<file path="src/rtl/adc_sport_pkg.sv">
package adc_sport_pkg;
  // serial inputs after synchronisation, edges already detected
  typedef struct packed {
    logic active;
    logic rise;
    logic fall;
    logic din;
  } ser_evt_t;
endpackage

</file>
<file path="src/rtl/adc_sport_sync.sv">
module adc_sport_sync
  import adc_sport_pkg::*;
#(
  parameter int unsigned STAGES = 2
) (
  input  logic     clk_i,
  input  logic     rst_ni,
  input  logic     cs_ni,
  input  logic     sclk_i,
  input  logic     din_i,
  output ser_evt_t evt_o
);
  // bit 2 cs, bit 1 sclk, bit 0 din; idle bus is cs high, sclk high
  localparam logic [2:0] RST_V = 3'b110;

  logic [2:0] stage_q [STAGES];
  logic       sclk_prev_q;

  always_ff @(posedge clk_i or negedge rst_ni) begin
    if (!rst_ni) begin
      for (int i = 0; i < STAGES; i++) stage_q[i] <= RST_V;
      sclk_prev_q <= 1'b1;
    end else begin
      stage_q[0] <= {cs_ni, sclk_i, din_i};
      for (int i = 1; i < STAGES; i++) stage_q[i] <= stage_q[i-1];
      sclk_prev_q <= stage_q[STAGES-1][1];
    end
  end

  assign evt_o.active = ~stage_q[STAGES-1][2];
  assign evt_o.rise   =  stage_q[STAGES-1][1] & ~sclk_prev_q;
  assign evt_o.fall   = ~stage_q[STAGES-1][1] &  sclk_prev_q;
  assign evt_o.din    =  stage_q[STAGES-1][0];
endmodule

</file>
<file path="src/rtl/adc_sport_tx.sv">
module adc_sport_tx #(
  parameter int unsigned DATA_W = 16
) (
  input  logic              clk_i,
  input  logic              rst_ni,
  input  logic              shift_en_i,
  input  logic              fall_i,
  input  logic              load_i,
  input  logic [DATA_W-1:0] load_data_i,
  output logic              bit_o,
  output logic              word_done_o,
  output logic              word_idle_o
);
  localparam int unsigned      CNT_W = $clog2(DATA_W);
  localparam logic [CNT_W-1:0] LAST  = CNT_W'(DATA_W - 1);

  logic [DATA_W-1:0] data_q;
  logic [CNT_W-1:0]  cnt_q, pos_q;

  assign word_done_o = shift_en_i & (cnt_q == LAST);
  assign word_idle_o = (cnt_q == '0);
  assign bit_o       = data_q[LAST - pos_q];

  always_ff @(posedge clk_i or negedge rst_ni) begin
    if (!rst_ni) begin
      data_q <= '0;
      cnt_q  <= '0;
      pos_q  <= '0;
    end else begin
      if (load_i) data_q <= load_data_i;
      if (shift_en_i) cnt_q <= (cnt_q == LAST) ? '0 : cnt_q + 1'b1;
      // output bit advances on the falling edge after each sampled bit
      if (word_done_o)  pos_q <= '0;
      else if (fall_i)  pos_q <= cnt_q;
    end
  end

  assert_no_tear_R6: assert property (@(posedge clk_i) disable iff (!rst_ni)
    (cnt_q != '0) |=> $stable(data_q));
endmodule

</file>
<file path="src/rtl/adc_sport_ready.sv">
module adc_sport_ready #(
  parameter int unsigned DATA_W       = 16,
  parameter int unsigned BLANK_CYCLES = 500
) (
  input  logic              clk_i,
  input  logic              rst_ni,
  input  logic              result_valid_i,
  input  logic [DATA_W-1:0] result_i,
  input  logic              word_idle_i,
  input  logic              word_done_i,
  input  logic              rise_i,
  output logic              load_o,
  output logic [DATA_W-1:0] load_data_o,
  output logic              drdy_no
);
  localparam int unsigned   BW     = $clog2(BLANK_CYCLES + 1);
  localparam logic [BW-1:0] B_INIT = BW'(BLANK_CYCLES - 1);
  localparam logic [BW-1:0] B_FULL = BW'(BLANK_CYCLES);

  logic [DATA_W-1:0] hold_q;
  logic [BW-1:0]     blank_q;
  logic              pend_q, drdy_q;

  // no load on a cycle with a serial edge, so a starting word sees one value
  assign load_o      = pend_q & (blank_q == '0) & word_idle_i & ~rise_i & ~result_valid_i;
  assign load_data_o = hold_q;
  assign drdy_no     = drdy_q;

  always_ff @(posedge clk_i or negedge rst_ni) begin
    if (!rst_ni) begin
      hold_q  <= '0;
      blank_q <= '0;
      pend_q  <= 1'b0;
      drdy_q  <= 1'b1;
    end else if (result_valid_i) begin
      hold_q  <= result_i;
      pend_q  <= 1'b1;
      blank_q <= B_INIT;
      drdy_q  <= 1'b1;
    end else begin
      if (blank_q != '0) blank_q <= blank_q - 1'b1;
      if (load_o) begin
        pend_q <= 1'b0;
        drdy_q <= 1'b0;
      end else if (word_done_i) begin
        drdy_q <= 1'b1;
      end
    end
  end

  // cycles since the last result, saturating; checks the blanking window
  logic [BW-1:0] since_q;
  always_ff @(posedge clk_i or negedge rst_ni) begin
    if (!rst_ni)              since_q <= B_FULL;
    else if (result_valid_i)  since_q <= '0;
    else if (since_q < B_FULL) since_q <= since_q + 1'b1;
  end

  assert_drdy_on_result_R2: assert property (@(posedge clk_i) disable iff (!rst_ni)
    result_valid_i |=> drdy_no);
  assert_blank_window_R3: assert property (@(posedge clk_i) disable iff (!rst_ni)
    $fell(drdy_no) |-> (since_q >= B_FULL));
  assert_drdy_on_done_R5: assert property (@(posedge clk_i) disable iff (!rst_ni)
    word_done_i |=> drdy_no);
endmodule

</file>
<file path="src/rtl/adc_sport_cmd_rx.sv">
module adc_sport_cmd_rx #(
  parameter int unsigned CMD_W = 8
) (
  input  logic             clk_i,
  input  logic             rst_ni,
  input  logic             shift_en_i,
  input  logic             din_i,
  output logic [CMD_W-1:0] cmd_byte_o,
  output logic             cmd_valid_o
);
  localparam int unsigned     CC_W = $clog2(CMD_W);
  localparam logic [CC_W-1:0] LAST = CC_W'(CMD_W - 1);

  logic [CMD_W-1:0] sr_q, sr_next;
  logic [CC_W-1:0]  cnt_q;

  assign sr_next = {sr_q[CMD_W-2:0], din_i};

  always_ff @(posedge clk_i or negedge rst_ni) begin
    if (!rst_ni) begin
      sr_q        <= '0;
      cnt_q       <= '0;
      cmd_byte_o  <= '0;
      cmd_valid_o <= 1'b0;
    end else begin
      cmd_valid_o <= 1'b0;
      if (shift_en_i) begin
        sr_q <= sr_next;
        if (cnt_q == LAST) begin
          cnt_q       <= '0;
          cmd_byte_o  <= sr_next;
          cmd_valid_o <= 1'b1;
        end else begin
          cnt_q <= cnt_q + 1'b1;
        end
      end
    end
  end

  assert_cmd_pulse_R10: assert property (@(posedge clk_i) disable iff (!rst_ni)
    cmd_valid_o |=> !cmd_valid_o);
endmodule

</file>
<file path="src/rtl/adc_serial_port.sv">
module adc_serial_port
  import adc_sport_pkg::*;
#(
  parameter int unsigned DATA_W       = 16,
  parameter int unsigned CMD_W        = 8,
  parameter int unsigned BLANK_CYCLES = 500,
  parameter int unsigned SYNC_STAGES  = 2
) (
  input  logic              clk_i,
  input  logic              rst_ni,
  input  logic              result_valid_i,
  input  logic [DATA_W-1:0] result_i,
  input  logic              cs_ni,
  input  logic              sclk_i,
  input  logic              din_i,
  output logic              dout_o,
  output logic              dout_en_o,
  output logic              drdy_no,
  output logic [CMD_W-1:0]  cmd_byte_o,
  output logic              cmd_valid_o
);
  ser_evt_t          evt;
  logic              shift_en, tx_bit, word_done, word_idle, load;
  logic [DATA_W-1:0] load_data;

  adc_sport_sync #(.STAGES(SYNC_STAGES)) i_sync (
    .clk_i, .rst_ni, .cs_ni, .sclk_i, .din_i, .evt_o(evt)
  );

  assign shift_en = evt.rise & evt.active;

  adc_sport_ready #(.DATA_W(DATA_W), .BLANK_CYCLES(BLANK_CYCLES)) i_ready (
    .clk_i, .rst_ni, .result_valid_i, .result_i,
    .word_idle_i(word_idle), .word_done_i(word_done), .rise_i(evt.rise),
    .load_o(load), .load_data_o(load_data), .drdy_no
  );

  adc_sport_tx #(.DATA_W(DATA_W)) i_tx (
    .clk_i, .rst_ni, .shift_en_i(shift_en), .fall_i(evt.fall),
    .load_i(load), .load_data_i(load_data),
    .bit_o(tx_bit), .word_done_o(word_done), .word_idle_o(word_idle)
  );

  adc_sport_cmd_rx #(.CMD_W(CMD_W)) i_cmd_rx (
    .clk_i, .rst_ni, .shift_en_i(shift_en), .din_i(evt.din),
    .cmd_byte_o, .cmd_valid_o
  );

  assign dout_en_o = evt.active;
  assign dout_o    = evt.active & tx_bit;

  assert_no_capture_R9: assert property (@(posedge clk_i) disable iff (!rst_ni)
    !evt.active |=> !cmd_valid_o);
endmodule

</file>
<file path="config.mk">
export PLATFORM = sky130hd
export DESIGN_NAME = adc_serial_port
export DESIGN_NICKNAME = d
export VERILOG_FILES = /design/src/rtl/adc_sport_pkg.sv /design/src/rtl/adc_sport_sync.sv /design/src/rtl/adc_sport_tx.sv /design/src/rtl/adc_sport_ready.sv /design/src/rtl/adc_sport_cmd_rx.sv /design/src/rtl/adc_serial_port.sv
export SDC_FILE = /design/constraint.sdc
export NUM_CORES = 1
export LEC_CHECK = 0
export ABC_AREA = 1
export ABC_CLOCK_PERIOD_IN_PS = 1500
export BUFFER_PORTS_ARGS = -buffer_cell sky130_fd_sc_hd__clkbuf_2
export CAP_MARGIN = 20
export CORE_MARGIN = 2
export CORE_UTILIZATION = 52
export CTS_BUF_LIST = sky130_fd_sc_hd__clkbuf_16
export DETAILED_ROUTE_END_ITERATION = 10
export MAX_ROUTING_LAYER = met4
export PLACE_DENSITY = 0.86
export SLEW_MARGIN = 30
export SYNTH_ARGS = -nofsm -noshare
export SYNTH_HDL_FRONTEND = slang
export SYNTH_SLANG_ARGS = --single-unit
</file>
<file path="constraint.sdc">
create_clock -name clk_i -period 1.5 [get_ports clk_i]
set_clock_uncertainty 0.05 [all_clocks]
set_input_delay 0.225 -clock clk_i [delete_from_list [all_inputs] [get_ports clk_i]]
set_output_delay 0.225 -clock clk_i [all_outputs]
set_load 0.01 [all_outputs]
</file>
==> out/results.txt <==
Synth cell types -> 29
top-count cell post-synth -> nand2_1
met2 wire length -> 4.22 mm
power per cell area -> 1290 nW/µm²
final setup vio count -> 28
Inst Count DP -> 480
number of fill cells in the layout -> 344
HPWL after detailed placement -> 3.97 mm
antenna-violating nets left -> 0
drt total wl -> 8.30 mm
Max Clk Rate -> 514 MHz
Core Area -> 5990 µm²
Post-synth EDFFs -> 0
number of stages on the worst setup path -> 8
TritonCTS clock tree -> built
Critical Path AT -> 1670 ps
worst path bufs/invs -> 2
most used flip-flop cell after synthesis -> dfrtp_1
Reg clk slew, reported paths -> 60 ps
max cap viols -> 0
share of cells above drive strength 1 -> 0.382
Worst Path Required -> 1220 ps
Max stage delay on crit path -> 410 ps
Synth Cell Area -> 3280 µm²
DR WL/cell -> 16.2 µm
most frequent cells after synthesis -> 103 x nand2_1, 71 x dfrtp_1, 49 x inv_1, 31 x o21ai_0, 18 x nand3_1
Max-slew headroom -> 0.466
crit end category -> output port
Die H -> 83.4 µm
Top delay family on crit path -> simple AND/OR/NAND/NOR gates
measured slew at the worst slew-check pin -> 800 ps
Synth area leader -> dfrtp_1
CP most frequent cell -> nand2_1
Root Buffer -> clkbuf_16
Die ar. -> 6950 µm²
maximum fanout along the worst path -> 8
metal3 WL -> 488 µm
pre-CTS WS -> -115 ps
share of the synthesized area in the top cell type -> 0.542
placed instance area -> 3690 µm²
startpoint types -> flop
Mapped Nets -> 383
Total Power -> 5.70 mW
I/O pins -> 34
sequential fraction of the synthesis area -> 0.591
RePlAce Congestion -> 0.898
Lkg Pwr -> 2.15 nW
Inserted Diodes -> 0
register bit total from synthesis -> 77
via count -> 2764
internal reg-to-reg setup slack -> -220 ps
Fin. Hold Viols -> 0
Reg2Reg Depth -> 7
Worst Slack Setup Final -> -447 ps
Hold WS -> 41.8 ps
largest net degree at the start of global routing -> 78
syn_area_per_cell -> 9.20 µm²
Final min period -> 1950 ps
Pre-antenna DRT Iters -> 5
cells after synthesis -> 356
crit-path cells -> buf_6 -> nand2_1 -> nand2_1 -> nand2_1 -> nand3_1 -> nand3_2 -> a21oi_2 -> buf_2
Layout Nets -> 459
post-layout util -> 0.737
H-tree Lvls -> 3
Top Metal Used -> met4
Max VDD drop -> 0.00103 V
Max Root-Sink Buffers -> 2
status -> complete, but fails checks
type of the worst setup path -> reg2out
Initial Util -> 0.547
chip width -> 83.4 µm
Post-synth ARST share -> 1.00
CTS Sinks -> 77
first-pass GRT wire length -> 12.5 mm
vias per cell -> 5.40
IO Port Bufs -> 33
failing checks -> setup timing
fin. max-slew vios -> 0
final std cells w/o fill -> 512
cell area after layout -> 4410 µm²
top cells by area, synth -> dfrtp_1 54%, nand2_1 12%, inv_1 5.6%
WL met1 -> 3.26 mm
row cnt -> 28
GRT Overall Usage -> 0.236
Synth warnings -> 0
gr ovfl total -> 0
synthesis-to-layout area growth -> 34.7%
Hold Crit Depth -> 3
CTS Buf Count -> 9
slowest CP cell -> dfrtp_1
worst min path class -> in2reg
initial antenna violation count -> 0
DRT iter0 DRCs -> 298
RSZ-0062 raised after global routing -> yes
vias in the first global route -> 2684
clk_lat worst skew -> 340 ps
setup tns final -> -3760 ps
DRC -> 0
final worst path period share -> 1.30
==> cells by family after synthesis <==
kind of cell,after synthesis,share of synthesized area
AOI/OAI and AO/OA,60,0.107
xor gates and xnor gates,1,0.00267
adders and majority gates,5,0.0191
buffers and inverters,60,0.0741
DFF,77,0.591
and+or+nand+nor,153,0.206
==> routing by layer <==
layer,up-vias,track usage
met5,-,-
met4,0,0.116
met3,39,0.0547
met2,117,0.389
met1,1327,0.272
li1,1281,-
==> report_power, final <==
group / total (mW) / switching, mW / internal, mW
sequential: 2.51 / 0.170 / 2.34
combinational: 1.21 / 0.718 / 0.490
clock: 1.98 / 0.873 / 1.11
==> cells in the final DEF (no fill, tap or decap), drive strengths merged <==
| cell type | Yosys | routed |
|---|---|---|
| clkinvlp | 0 | 3 |
| clkbuf | 6 | 40 |
| nor2 | 18 | 18 |
| o21ai | 47 | 47 |
| dfrtp | 71 | 71 |
| o22ai | 3 | 3 |
| a21oi | 6 | 6 |
| nand2 | 108 | 111 |
| ha | 5 | 5 |
| buf | 4 | 36 |
| nand3 | 18 | 18 |
| nand4 | 4 | 4 |
| or2 | 2 | 2 |
| dlygate4sd3 | 0 | 4 |
| nor3 | 2 | 2 |
| xor2 | 1 | 1 |
| nand3b | 1 | 1 |
| o211ai | 1 | 1 |
| o21a | 1 | 1 |
| inv | 49 | 49 |
| dfstp | 6 | 6 |
| clkinv | 1 | 6 |
| o31ai | 2 | 2 |
==> area by class of cell <==
type,instances,area (µm²),area share
clock inverters,7,43.8,0.00992
repair inverters,1,7.51,0.00170
repair buffers,71,517,0.117
flip-flops and latches,77,1930,0.438
multi-input cells,222,1380,0.313
inverters,50,209,0.0473
well taps,75,93.8,0.0213
clock buffers,9,225,0.0510
==> worst min-delay path: cells and delay by family <==
family,cells,cell delay (ps)
AOI/OAI and AO/OA,1,50
buffers and inverters,1,70
and+or+nand+nor,1,40
==> state kept, by name, summed over array words and instances, names as in the netlist <==
| name | cells |
|---|---|
| i_cmd_rx.cmd_valid_o | 1 |
| i_sync.stage_q | 5 |
| i_cmd_rx.cmd_byte_o | 8 |
| i_cmd_rx.sr_q | 7 |
| i_cmd_rx.cnt_q | 3 |
| i_ready.pend_q | 1 |
| i_tx.data_q | 16 |
| i_tx.cnt_q | 4 |
| i_tx.pos_q | 4 |
| i_ready.blank_q | 9 |
| i_ready.load_data_o | 16 |
| i_ready.drdy_no | 1 |
| i_sync.sclk_prev_q | 1 |
| i_sync.evt_o | 1 |
==> timing repair <==
| item | 4_1_cts | 5_1_grt |
|---|---|---|
| setup buffers | 5 | 3 |
| pin swaps | 19 | 23 |
| gates resized for setup | 46 | 46 |
| setup endpoints to repair | 32 | 45 |
| cloned | 4 | 0 |
| hold buffers | 4 | 0 |
| hold endpoints to repair | 74 | 0 |
==> worst paths after layout <==
check                                           to              start
max in group asynchronous          i_ready.drdy_no             rst_ni
min in group asynchronous   i_ready.load_data_o[9]             rst_ni
hold reg to reg                    i_sync.evt_o[0]  i_sync.stage_q[3]
setup / recovery                            dout_o      i_tx.pos_q[0]
setup reg to reg                    i_tx.data_q[3]      i_tx.cnt_q[0]
hold / removal             i_ready.load_data_o[13]       result_i[13]
(Power assumes the default switching activity.)
